===== config.mk =====
export PLATFORM = sky130hd
export DESIGN_NAME = tlb_sw_refill
export DESIGN_NICKNAME = d
export VERILOG_FILES = /design/src/rtl/tlb_pkg.sv /design/src/rtl/tlb_match.sv /design/src/rtl/tlb_prio.sv /design/src/rtl/tlb_sw_refill.sv
export SDC_FILE = /design/constraint.sdc
export NUM_CORES = 1
export LEC_CHECK = 0
export BUFFER_PORTS_ARGS = -buffer_cell sky130_fd_sc_hd__buf_2
export CORE_ASPECT_RATIO = 0.75
export CORE_UTILIZATION = 25
export CTS_CLUSTER_DIAMETER = 30
export DETAILED_ROUTE_END_ITERATION = 12
export PLACE_DENSITY = 0.41
export SLEW_MARGIN = 20
export SYNTH_ARGS = -nofsm -noshare
export SYNTH_HDL_FRONTEND = slang
export SYNTH_SLANG_ARGS = --single-unit

===== constraint.sdc =====
create_clock -name clk -period 3.2 [get_ports clk]
set_clock_uncertainty 0.15 [all_clocks]
set_input_delay 0.16 -clock clk [delete_from_list [all_inputs] [get_ports clk]]
set_output_delay 0.16 -clock clk [all_outputs]
set_load 0.01 [all_outputs]

===== src/rtl/tlb_pkg.sv =====
package tlb_pkg;
    localparam int PRESENT_BIT = 0;
    localparam int PERM_LO     = 1;
    localparam int PFN_LO      = 4;

    typedef enum logic [1:0] {
        OUT_NONE  = 2'd0,
        OUT_HIT   = 2'd1,
        OUT_MISS  = 2'd2,
        OUT_INVAL = 2'd3
    } outcome_e;
endpackage


===== src/rtl/tlb_match.sv =====
module tlb_match #(
    parameter int ENTRIES = 8,
    parameter int VPN_W   = 20
) (
    input  logic [ENTRIES-1:0][VPN_W-1:0] tags,
    input  logic [ENTRIES-1:0]            vld,
    input  logic [VPN_W-1:0]              vpn,
    output logic [ENTRIES-1:0]            match
);
    for (genvar g = 0; g < ENTRIES; g++) begin : g_cmp
        assign match[g] = vld[g] && (tags[g] == vpn);
    end
endmodule


===== src/rtl/tlb_prio.sv =====
module tlb_prio #(
    parameter int ENTRIES = 8,
    localparam int IDX_W  = (ENTRIES > 1) ? $clog2(ENTRIES) : 1
) (
    input  logic [ENTRIES-1:0] req,
    output logic               any,
    output logic [IDX_W-1:0]   idx,
    output logic               multi
);
    always_comb begin
        idx = '0;
        for (int i = ENTRIES - 1; i >= 0; i--) begin
            if (req[i]) idx = IDX_W'(i);
        end
        any   = |req;
        multi = |(req & (req - ENTRIES'(1)));
    end
endmodule


===== src/rtl/tlb_sw_refill.sv =====
module tlb_sw_refill #(
    parameter int ENTRIES = 8,
    parameter int VPN_W   = 20,
    parameter int PFN_W   = 20,
    parameter int OFF_W   = 12,
    localparam int IDX_W  = (ENTRIES > 1) ? $clog2(ENTRIES) : 1,
    localparam int VA_W   = VPN_W + OFF_W,
    localparam int PA_W   = PFN_W + OFF_W,
    localparam int PTE_W  = PFN_W + 4
) (
    input  logic             clk,
    input  logic             rst_n,
    input  logic             lk_req,
    input  logic [VA_W-1:0]  lk_vaddr,
    input  logic             wr_en,
    input  logic [IDX_W-1:0] wr_idx,
    input  logic [VPN_W-1:0] wr_vpn,
    input  logic [PTE_W-1:0] wr_pte,
    input  logic             flush,
    output logic             rsp_valid,
    output logic             rsp_hit,
    output logic             rsp_miss_exc,
    output logic             rsp_inval_exc,
    output logic             rsp_multi,
    output logic [PA_W-1:0]  rsp_paddr,
    output logic [PTE_W-1:0] rsp_pte
);
    import tlb_pkg::*;

    typedef struct packed {
        logic [ENTRIES-1:0]            vld;
        logic [ENTRIES-1:0][VPN_W-1:0] tag;
        logic [ENTRIES-1:0][PTE_W-1:0] pte;
        logic                          rsp_v;
        outcome_e                      outc;
        logic                          multi;
        logic [PA_W-1:0]               pa;
        logic [PTE_W-1:0]              rpte;
    } state_t;

    state_t s_d, s_q;

    logic [ENTRIES-1:0] match;
    logic               any_match;
    logic [IDX_W-1:0]   sel_idx;
    logic               multi_raw;
    logic [PTE_W-1:0]   sel_pte;

    tlb_match #(.ENTRIES(ENTRIES), .VPN_W(VPN_W)) u_match (
        .tags  (s_q.tag),
        .vld   (s_q.vld),
        .vpn   (lk_vaddr[VA_W-1:OFF_W]),
        .match (match)
    );

    tlb_prio #(.ENTRIES(ENTRIES)) u_prio (
        .req   (match),
        .any   (any_match),
        .idx   (sel_idx),
        .multi (multi_raw)
    );

    assign sel_pte = s_q.pte[sel_idx];

    always_comb begin
        s_d       = s_q;
        s_d.rsp_v = lk_req;
        s_d.outc  = OUT_NONE;
        s_d.multi = 1'b0;
        s_d.pa    = '0;
        s_d.rpte  = '0;

        // lookup reads the registered contents: same-cycle writes are not seen
        if (lk_req) begin
            s_d.multi = multi_raw;
            if (!any_match) begin
                s_d.outc = OUT_MISS;
            end else if (sel_pte[PRESENT_BIT]) begin
                s_d.outc = OUT_HIT;
                s_d.rpte = sel_pte;
                s_d.pa   = {sel_pte[PTE_W-1:PFN_LO], lk_vaddr[OFF_W-1:0]};
            end else begin
                s_d.outc = OUT_INVAL;
                s_d.rpte = sel_pte;
            end
        end

        if (flush) s_d.vld = '0;

        if (wr_en && (32'(wr_idx) < ENTRIES)) begin
            s_d.vld[wr_idx] = 1'b1;
            s_d.tag[wr_idx] = wr_vpn;
            s_d.pte[wr_idx] = wr_pte;
        end
    end

    always_ff @(posedge clk or negedge rst_n) begin
        if (!rst_n) begin
            s_q       <= '0;
            s_q.outc  <= OUT_NONE;
        end else begin
            s_q <= s_d;
        end
    end

    assign rsp_valid     = s_q.rsp_v;
    assign rsp_hit       = (s_q.outc == OUT_HIT);
    assign rsp_miss_exc  = (s_q.outc == OUT_MISS);
    assign rsp_inval_exc = (s_q.outc == OUT_INVAL);
    assign rsp_multi     = s_q.multi;
    assign rsp_paddr     = s_q.pa;
    assign rsp_pte       = s_q.rpte;
endmodule


==> key figures, run 1 <==
STA
  – Worst Slack Setup Final: -115 ps
  – Max-slew violations: 0
  – Final hold violations: 0
  – Fin crit period: 3310 ps
  – Relative slew slack: between 30% and 40%
  – RSZ-0062 raised after global routing: true
  – Setup violators final: 36
  – Pin slew with the least headroom to its limit: 995 ps
  – Fin crit share: 104%
  – F_max: about 0.30 GHz

Synthesis
  – Fraction of registers with async set/reset: 100%
  – Synth Instances: 1575
  – Synth Area in Compound Gates: 7.46%
  – Register bit total from synthesis: 420
  – Seq/Total Area, Yosys: between 50% and 60%
  – Post-Syn Nets: 1659
  – Mux cell area share after synthesis: 20.2%
  – Main combinational cell family by area after synthesis: multiplexers
  – Post-synth EDFFs: 0
  – Yosys warns: 0
  – Synth Cell Area: roughly 0.020 mm²
  – Simple-gate share of the synthesized area: 7.24%
  – Synth Area per Inst: 12.6 µm²
  – Main synth FF type: dfrtp_1
  – Post-Synth Adder-Cell Area: 0.0503%
  – Cell variety after synth: 61
  – Synth Area in XOR/XNOR: 7.16%

Global route
  – Grt total ovfl: 0
  – Vias in the first global route: 15522
  – Initial antenna violation count: 4
  – Largest net degree at the start of global routing: 100
  – First-pass GRT wire length: 102 mm
  – GR Util All Layers: 17.1%

Power and ir drop
  – Seq pwr share: 31.1%
  – Post-route total power: 22.4 mW
  – Comb pwr share: approximately 16%
  – Power per cell area: 770 mW/mm²
  – Clk pwr share: between 50% and 60%
  – Sw frac: 25.8%
  – Sw Pwr: approximately 5.8 mW
  – Leak: between 10 and 15 nW
  – Cell internal pwr: 16.7 mW
  – Worst vdd ir: 0.461 mV

Floorplan
  – Die width: 328 µm
  – Starting Density: 25.3%
  – Row count: 89
  – I/O pin cnt: 145
  – DIE AREA: between 0.08 and 0.09 mm²
  – Core area: around 0.08 mm²
  – Die Ht: 246 µm

Clocking
  – Clock buffer depth: 3
  – CTS H-Tree Depth: 3
  – CTS tree: yes
  – Clock-pin slew on the worst setup and hold paths: 40 ps
  – Total clock sinks: 420
  – Clk_lat worst skew: between 600 and 700 ps
  – Root buf cell: clkbuf_16
  – CTS Buf Count: 109

Outcome
  – Failing checks: negative setup slack
  – Status: finished with violations

Placement
  – Post-DP HPWL: between 40 and 50 mm
  – RePlAce Congestion: 0.867
  – # port buffers: 144
  – Placed Area: 0.0233 mm²

Job
  – Number of max-cap violations: 0

Final layout
  – NumNets Final: 2113
  – Design area: 0.0292 mm²
  – Share of cells above drive strength 1: 51.5%
  – Utilization after layout: 37.0%
  – Antenna Cells: 0
  – Area Overhead vs Synth: 46.6%
  – FILL cells: 7624

Routing
  – Residual DRC: 0
  – Routed Antenna Nets: 0
  – WL final: a little under 70 mm
  – WL per Instance: approximately 22 µm
  – First drt pass iteration count: 4
  – DRT iter0 DRCs: 609
  – Vias: 14494
  – Via/cell ratio: ~4.6

Critical path
  – FF-to-FF path depth: 11
  – WP data arrival: 3660 ps
  – R2r setup slk: -110 ps
  – R2R Path End: rsp_paddr[25]
  – Critical path class: register to register
  – Worst EP required: around 3500 ps
  – Crit-path max FO: 8
  – CP Capture Type: register
  – Startpoint Class: register

Min path
  – Cell count of the worst hold path: 4
  – Worst hold start: wr_idx[0]
  – Worst Hold Class: input port to register
worst max path at each step:
stage                               end  depth (start not counted)  slack (ps)
after floorplan           rsp_paddr[22]                         10         280
after global placement    rsp_paddr[14]                         13        -520
after detailed placement  rsp_paddr[14]                         13        -570
after CTS                 rsp_paddr[14]                         12        -120
after global routing      rsp_paddr[28]                         14        -240
final                     rsp_paddr[25]                         11        -110
cell type report:
class                      instances  area, µm²  share of cell area [%]
clock buffer                     137       3000                    10.3
clock inverter                    63        988                    3.39
inverter                          32        120                   0.412
multi-input combinational        972       9130                    31.3
sequential                       420      10500                    36.0
tap                             1046       1310                    4.49
timing repair buffer             494       4110                    14.1
per-stage QoR:
step,TNS (ps),worst slack [ps],cells,hold slack [ps]
detailed placement,-13780,-569,2869,28.9
global route,-7460,-238,3164,40.1
floorplan,0,284,1575,-286
CTS,-2650,-125,3157,51.1
finish,-2280,-115,3164,27.9
global placement,-14680,-518,2869,32.3
routing by layer:
layer	vias to the layer above	track usage, %	part of all wire, %
met3	96	3.84	4.4
met5	-	0	0.058
met1	7518	25.5	51
met2	299	24.4	42
li1	6575	-	-
met4	6	4.60	1.8
power by group through the flow:
stage          clock network, mW  registers (mW)  logic, mW
2_1_floorplan                  0            6.80       1.86
3_3_place_gp                   0            6.93       3.35
3_5_place_dp                   0            6.96       3.40
4_1_cts                     12.0            6.90       3.54
5_1_grt                     12.3            7.10       3.95
6_report                    11.8            6.97       3.67
cell usage in the layout (no fill, tap or decap), drive strengths merged, types with 4 or more instances in the layout:
cell type / Yosys / routed
a2111oi: 20 / 20
a211oi: 27 / 27
a21o: 5 / 5
a21oi: 6 / 6
a31o: 19 / 19
and2: 6 / 6
and4: 8 / 8
buf: 91 / 419
bufinv: 0 / 22
clkbuf: 60 / 140
clkinv: 0 / 26
clkinvlp: 0 / 9
dfrtp: 420 / 420
dlygate4sd3: 0 / 71
inv: 32 / 38
mux2: 335 / 335
mux2i: 25 / 25
nand2: 108 / 108
nand3: 25 / 25
nand4: 58 / 58
nor2: 24 / 24
nor2b: 6 / 6
nor3: 6 / 6
nor3b: 5 / 5
nor4: 17 / 17
o211ai: 7 / 7
o21ai: 28 / 28
o221ai: 19 / 19
o2bb2ai: 19 / 19
or2: 4 / 4
xnor2: 143 / 143
xor2: 17 / 17
synth_stat cells (all sizes together) (8+ instances only):
library cell	number	area, µm²
dfrtp	420	10500
mux2	335	3770
xnor2	143	1270
nand2	108	405
buf	91	656
clkbuf	60	226
nand4	58	363
inv	32	120
o21ai	28	140
a211oi	27	220
mux2i	25	250
nand3	25	125
nor2	24	90.1
a2111oi	20	282
a31o	19	166
o221ai	19	166
o2bb2ai	19	166
nor4	17	106
xor2	17	149
and4	8	70.1
worst max-delay path: stages (launching register included):
cell and delay, ps:
dfrtp_1 400, xnor2_2 280, nand4_1 150, or4_4 520
or2_4 280, a211oi_4 320, o21a_1 210, o2111ai_2 140
a32oi_4 280, buf_12 200, clkbuf_16 180, a2111oi_2 40
logic make-up (layout without fill, tap and decap cells):
group / Yosys count / in the layout
xor gates and xnor gates: 160 / 160
buffers and inverters: 183 / 726
muxes: 360 / 360
DFF: 420 / 420
adders and majority gates: 1 / 1
AOI/OAI and AO/OA: 170 / 170
and+or+nand+nor: 281 / 281
repair_timing:
action                                 4_1_cts  5_1_grt
gates resized for setup                     48       98
setup endpoints to repair                   58       58
pin swaps                                   14       38
endpoints found under the hold margin      797        0
cloned                                       2        3
buffers inserted                            14        5
hold buffers                                72        0
(Power assumes the default switching activity.)
==> run 2: changes to the inputs <==
--- a/config.mk
+++ b/config.mk
@@ -6,11 +6,13 @@
 export NUM_CORES = 1
 export LEC_CHECK = 0
 export BUFFER_PORTS_ARGS = -buffer_cell sky130_fd_sc_hd__buf_2
+export CELL_PAD_IN_SITES_DETAIL_PLACEMENT = 2
+export CELL_PAD_IN_SITES_GLOBAL_PLACEMENT = 2
 export CORE_ASPECT_RATIO = 0.75
 export CORE_UTILIZATION = 25
 export CTS_CLUSTER_DIAMETER = 30
 export DETAILED_ROUTE_END_ITERATION = 12
-export PLACE_DENSITY = 0.41
+export PLACE_DENSITY = 0.53
 export SLEW_MARGIN = 20
 export SYNTH_ARGS = -nofsm -noshare
 export SYNTH_HDL_FRONTEND = slang
==> key figures, run 2 (same netlist as run 1, synthesis figures left out) <==
Global route
  – Largest net degree at the start of global routing: 75 (-25%)
  – Vias in the first global route: 17075 (+10%)
  – GR Util All Layers: 18.7% (+1.6 points)
  – Initial antenna violation count: 5 (+1)
  – First-pass GRT wire length: 113 mm (+11%)
  – Grt total ovfl: 0 (unchanged)

Final layout
  – FILL cells: 7943 (+4.2%)
  – Most common cell after layout, fill and taps aside: dfrtp_1
  – Utilization after layout: 37.0% (-0.052 points)
  – Most frequent cells in the layout: dfrtp_1 (420), mux2_2 (333), buf_4 (222)
  – Share of cells above drive strength 1: 50.2% (-1.3 points)
  – Area Overhead vs Synth: 46.4%
  – Non-filler instance count after layout: 3152 (-0.38%)
  – NumNets Final: 2098 (-0.71%)

Critical path
  – Worst path bufs/invs: 3 (+1)
  – R2R Path End: rsp_paddr[2]
  – Critical path class: register to register
  – Crit-path max cell delay: 550 ps (+30 ps)
  – WP data arrival: 3760 ps (+100 ps)
  – Worst EP required: 3580 ps (+40 ps)
  – CP Capture Type: register
  – Crit path cell chain: xnor2_2 -> buf_4 -> nand3_2 -> or4_4 -> or2_4 -> a211oi_4 -> o21a_1 -> o2111ai_2 -> a32oi_4 -> buf_12 -> clkbuf_16 -> nor2_4
  – FF-to-FF path depth: 12 (+1)
  – R2r setup slk: -180 ps (-60 ps)
  – CP top delay family: compound AO/OA/AOI/OAI gates
  – Worst path slowest cell: or4_4
  – Crit-path max FO: 7 (-1)
  – Startpoint Class: register

Floorplan
  – Row count: 89 (unchanged)
  – DIE AREA: 0.0807 mm² (unchanged)
  – Die width: 328 µm (unchanged)
  – Core area: 0.0787 mm² (unchanged)
  – Starting Density: 25.3% (unchanged)
  – I/O pin cnt: 145 (unchanged)
  – Die Ht: 246 µm (unchanged)

Routing
  – WL per Instance: 24.1 µm (+11%)
  – Vias: 14774 (+1.9%)
  – DRT met1 WL: 36.3 mm (+2.6%)
  – First drt pass iteration count: 5 (+1)
  – Via/cell ratio: 4.69 (+2.3%)
  – DR WL met2: 35.3 mm (+22%)
  – DRT iter0 DRCs: 596 (-2.1%)
  – DR top layer: met5
  – WL met3: 2.95 mm (-2.7%)
  – WL final: 76.0 mm (+11%)
  – Routed Antenna Nets: 0 (unchanged)
  – Residual DRC: 0 (unchanged)

Placement
  – Pre-CTS setup slack: -440 ps (+129 ps)
  – RePlAce Congestion: 0.839 (-3.2%)
  – Post-DP HPWL: 48.4 mm (+6.9%)
  – Placed Cells incl. Taps: 2861 (-0.28%)
  – # port buffers: 144 (unchanged)

Power and ir drop
  – Power per cell area: 786 mW/mm² (+2.2%)
  – Worst vdd ir: 0.414 mV (-10%)
  – Leak: 12.5 nW (-1.1%)

STA
  – F_max: 0.296 GHz (-1.9%)
  – Final hold violations: 0 (unchanged)
  – Setup violators final: 51 (+42%)
  – Worst Slack Setup Final: -178 ps (-62.8 ps)
  – Fin Hold WS: 77.1 ps (+49.1 ps)
  – Setup TNS: -5970 ps (-3690 ps)
  – Max-slew violations: 0 (unchanged)
  – Pin slew with the least headroom to its limit: 1050 ps (+53.5 ps)
  – RSZ-0062 raised after global routing: true
  – Fin crit period: 3380 ps (+62.8 ps)
  – Relative slew slack: 30.0% (-3.6 points)
  – Fin crit share: 106% (+2.0 points)

Clocking
  – CTS tree: yes
  – CTS H-Tree Depth: 3 (unchanged)
  – Clock buffer depth: 3 (unchanged)
  – CTS Buf Count: 109 (unchanged)
  – Root buf cell: clkbuf_16
  – Total clock sinks: 420 (unchanged)
  – Clock-pin slew on the worst setup and hold paths: 40 ps (about the same)
  – Clk_lat worst skew: 660 ps (about the same)

Outcome
  – Failing checks: negative setup slack
  – Status: finished with violations

Job
  – Number of max-cap violations: 0 (unchanged)

Min path
  – Worst Hold Class: input port to register
  – Cell count of the worst hold path: 4 (unchanged)
  – Worst Hold End: s_q[417]
  – Worst hold start: wr_en
==> run 2: changes by cell type in the layout (fill, tap and decap cells not counted), moves of 6 or more <==
cell | before | now
buf_4 | 231 | 222
a2111oi_4 | 3 | 12
nor2_4 | 0 | 6
a2111oi_2 | 16 | 7
clkbuf_1 | 11 | 25
==> run 2: timing repair <==
action	4_1_cts	5_1_grt
gates resized for setup	47	91
setup buffers	5	2
setup endpoints to repair	58	58
endpoints found under the hold margin	647	0
hold buffers	73	0
gates cloned	3	5
pin swaps	10	27
==> run 2: power by group <==
group / switching [mW] / internal (mW) / leakage, nW
registers: 0.691 / 6.32 / 5.17
clock network: 3.45 / 8.68 / 1.95
logic: 1.78 / 1.98 / 5.34
==> run 2: worst reg2reg max path, cell delays in order, from the launching register on <==
cell and delay (ps):
dfrtp_1 410, xnor2_2 160, buf_4 180, nand3_2 90, or4_4 550, or2_4 290, a211oi_4 320, o21a_1 210
o2111ai_2 150, a32oi_4 320, buf_12 190, clkbuf_16 200, nor2_4 40
==> run 2: layer usage <==
metal	global-route usage, %	vias to the layer above
met4	4.84	2
li1	-	6549
met2	29.8	271
met1	26.0	7845
met5	0	-
met3	3.51	107
==> run 2: stage by stage <==
stage	cell area, µm²	power (mW)
after CTS	28400	22.9
final	29100	22.9
after global placement	23300	10.2
after floorplan	19900	8.66
after detailed placement	23300	10.5
after global routing	29100	23.8
==> run 2: final cells by class <==
| class | instances | area [µm²] | share of cell area (%) |
|---|---|---|---|
| tap | 1046 | 1310 | 4.49 |
| multi-input combinational | 972 | 9210 | 31.6 |
| clock buffer | 147 | 3000 | 10.3 |
| antenna | 1 | 2.50 | 0.00859 |
| clock inverter | 55 | 1040 | 3.59 |
| inverter | 32 | 120 | 0.412 |
| timing repair buffer | 479 | 3930 | 13.5 |
| sequential | 420 | 10500 | 36.1 |
==> run 2: worst max path at each step <==
| stage | from | to | slack [ps] | cells after the start |
|---|---|---|---|---|
| 5_1_grt | register | rsp_paddr[27] | -310 | 12 |
| 6_report | register | rsp_paddr[2] | -180 | 12 |
| 3_5_place_dp | register | rsp_paddr[27] | -440 | 11 |
| 3_3_place_gp | register | rsp_paddr[28] | -380 | 11 |
| 2_1_floorplan | register | rsp_paddr[22] | 280 | 10 |
| 4_1_cts | register | s_q[58] | -140 | 12 |
==> run 3: changes to the inputs <==
--- a/config.mk
+++ b/config.mk
@@ -8,7 +8,6 @@
 export BUFFER_PORTS_ARGS = -buffer_cell sky130_fd_sc_hd__buf_2
 export CELL_PAD_IN_SITES_DETAIL_PLACEMENT = 2
 export CELL_PAD_IN_SITES_GLOBAL_PLACEMENT = 2
-export CORE_ASPECT_RATIO = 0.75
 export CORE_UTILIZATION = 25
 export CTS_CLUSTER_DIAMETER = 30
 export DETAILED_ROUTE_END_ITERATION = 12
==> key figures, run 3 (same netlist as run 1, synthesis figures left out) <==
Clocking
  – Clk_lat worst skew: 690 ps (+30 ps)
  – Root buf cell: clkbuf_16
  – Clock-pin slew on the worst setup and hold paths: 50 ps (about the same)
  – CTS H-Tree Depth: 3 (unchanged)
  – Clock buffer depth: 3 (unchanged)
  – Total clock sinks: 420 (unchanged)
  – CTS tree: yes
  – CTS Buf Count: 119 (+9.2%)

Min path
  – Worst Hold Class: input port to register
  – Worst hold start: wr_idx[0]
  – Cell count of the worst hold path: 4 (unchanged)

STA
  – F_max: 0.300 GHz (+1.2%)
  – Max-slew violations: 0 (unchanged)
  – Fin crit share: 104% (-1.3 points)
  – Final hold violations: 0 (unchanged)
  – Fin Hold WS: 22.9 ps (-54.2 ps)
  – Worst Slack Setup Final: -137 ps (+40.2 ps)
  – RSZ-0062 raised after global routing: true
  – Fin crit period: 3340 ps (-40.2 ps)
  – Relative slew slack: 43.4% (+13 points)
  – Pin slew with the least headroom to its limit: 848 ps (-201 ps)
  – Setup violators final: 46 (-9.8%)

Final layout
  – Most common cell after layout, fill and taps aside: dfrtp_1
  – Most frequent cells in the layout: dfrtp_1 (420), mux2_2 (334), buf_4 (214)
  – NumNets Final: 2100 (+0.095%)
  – Design area: 0.0293 mm² (+0.46%)
  – Share of cells above drive strength 1: 51.0% (+0.85 points)
  – Area Overhead vs Synth: 47.1%
  – Antenna Cells: 0 (-1)

Critical path
  – FF-to-FF path depth: 11 (-1)
  – Startpoint Class: register
  – CP Capture Type: register
  – R2R Path End: rsp_pte[3]
  – R2r setup slk: -140 ps (+40 ps)
  – WP data arrival: 3770 ps (about the same)
  – Worst EP required: 3630 ps (+50 ps)
  – Crit-path max FO: 7 (unchanged)
  – Critical path class: register to register

Routing
  – Via/cell ratio: 4.64 (-1.0%)
  – WL per Instance: 23.3 µm (-3.5%)
  – Vias: 14680 (-0.64%)
  – DRT iter0 DRCs: 567 (-4.9%)
  – WL final: 73.7 mm (-3.1%)
  – First drt pass iteration count: 4 (-1)
  – Routed Antenna Nets: 0 (unchanged)
  – Residual DRC: 0 (unchanged)

Floorplan
  – DIE AREA: 0.0807 mm² (about the same)
  – Die Ht: 284 µm (+15%)
  – Die width: 284 µm (-13%)
  – I/O pin cnt: 145 (unchanged)
  – Starting Density: 25.2% (-0.045 points)
  – Row count: 103 (+16%)
  – Core area: 0.0789 mm² (+0.18%)

Global route
  – Initial antenna violation count: 2 (-3)
  – First-pass GRT wire length: 110 mm (-2.1%)
  – Largest net degree at the start of global routing: 74 (-1.3%)
  – GR Util All Layers: 18.2% (-0.49 points)
  – Grt total ovfl: 0 (unchanged)
  – Vias in the first global route: 16963 (-0.66%)

Power and ir drop
  – Leak: 12.6 nW (+1.1%)
  – Power per cell area: 776 mW/mm² (-1.3%)
  – Post-route total power: 22.7 mW (-0.89%)
  – Worst vdd ir: 0.424 mV (+2.4%)

Outcome
  – Failing checks: negative setup slack
  – Status: finished with violations

Placement
  – # port buffers: 144 (unchanged)
  – RePlAce Congestion: 0.816 (-2.7%)
  – Pre-CTS setup slack: -640 ps (-199 ps)
  – Post-DP HPWL: 49.0 mm (+1.3%)
  – Placed Area: 0.0230 mm² (-1.1%)

Job
  – Number of max-cap violations: 0 (unchanged)
-- run 3: cell count changes in the layout (fill, tap and decap cells not counted), moves of 4 or more --
cell        previous run  this run
clkbuf_8              13        36
clkbuf_1              25        19
clkinv_2              14        26
bufinv_16             27        11
xnor2_2               21        30
nor2_1                17        23
xnor2_1              122       113
clkinv_16              1         5
clkbuf_16            114       121
buf_4                222       214
clkinvlp_4             8         3
nor2_4                 6         0
-- run 3: report_power, final --
part           internal [mW]  switching, mW  total, mW
logic                   1.97           1.74       3.70
registers               6.32          0.675       7.00
clock network           8.46           3.54       12.0
total                   16.7           5.96       22.7
-- run 3: final cells by class --
cell class,instances,area (µm²)
Timing Repair Buffer,471,3850
Tap cell,1050,1310
Clock buffer,174,3540
Fill cell,8073,49600
Multi-Input combinational cell,972,9260
Inverter,32,120
Sequential cell,420,10500
Clock inverter,46,653
-- run 3: timing repair --
| item | CTS | global route |
|---|---|---|
| buffers inserted | 8 | 23 |
| setup endpoints to repair | 58 | 58 |
| resized for setup | 55 | 81 |
| cloned | 2 | 2 |
| hold buffers | 72 | 0 |
| pin swaps | 7 | 24 |
| endpoints found under the hold margin | 796 | 0 |
-- run 3: per-stage QoR --
step | TNS [ps] | std cells | utilization [%]
3_3_place_gp | -18690 | 2838 | 29.2
3_5_place_dp | -21700 | 2838 | 29.2
2_1_floorplan | 0 | 1575 | -
6_report | -3370 | 3165 | 37.1
4_1_cts | -2140 | 3140 | 36.1
5_1_grt | -9220 | 3165 | 37.1
-- run 3: layer usage --
metal	global-route usage, %	part of all wire, %
met1	22.1	42
met2	32.0	51
met3	3.62	3.9
met4	6.25	2.8
met5	0	0
-- run 3: worst max-delay path: stages, from the launching register on --
cell and delay (ps):
dfrtp_1 410, xnor2_2 230, nand4_1 130, or4_4 540, o211ai_1 280, a21boi_2 140, o311ai_4 370, buf_12 190
buf_12 110, mux2_4 290, a22o_1 220, o21a_1 190
-- run 3: worst max path at each step --
stage               endpoint  slack [ps]         start
6_report          rsp_pte[3]        -140      register
5_1_grt        rsp_paddr[19]        -240      register
2_1_floorplan  rsp_paddr[22]         280      register
3_5_place_dp   rsp_paddr[13]        -640  lk_vaddr[16]
3_3_place_gp      rsp_pte[1]        -420  lk_vaddr[16]
4_1_cts        rsp_paddr[15]        -100      register
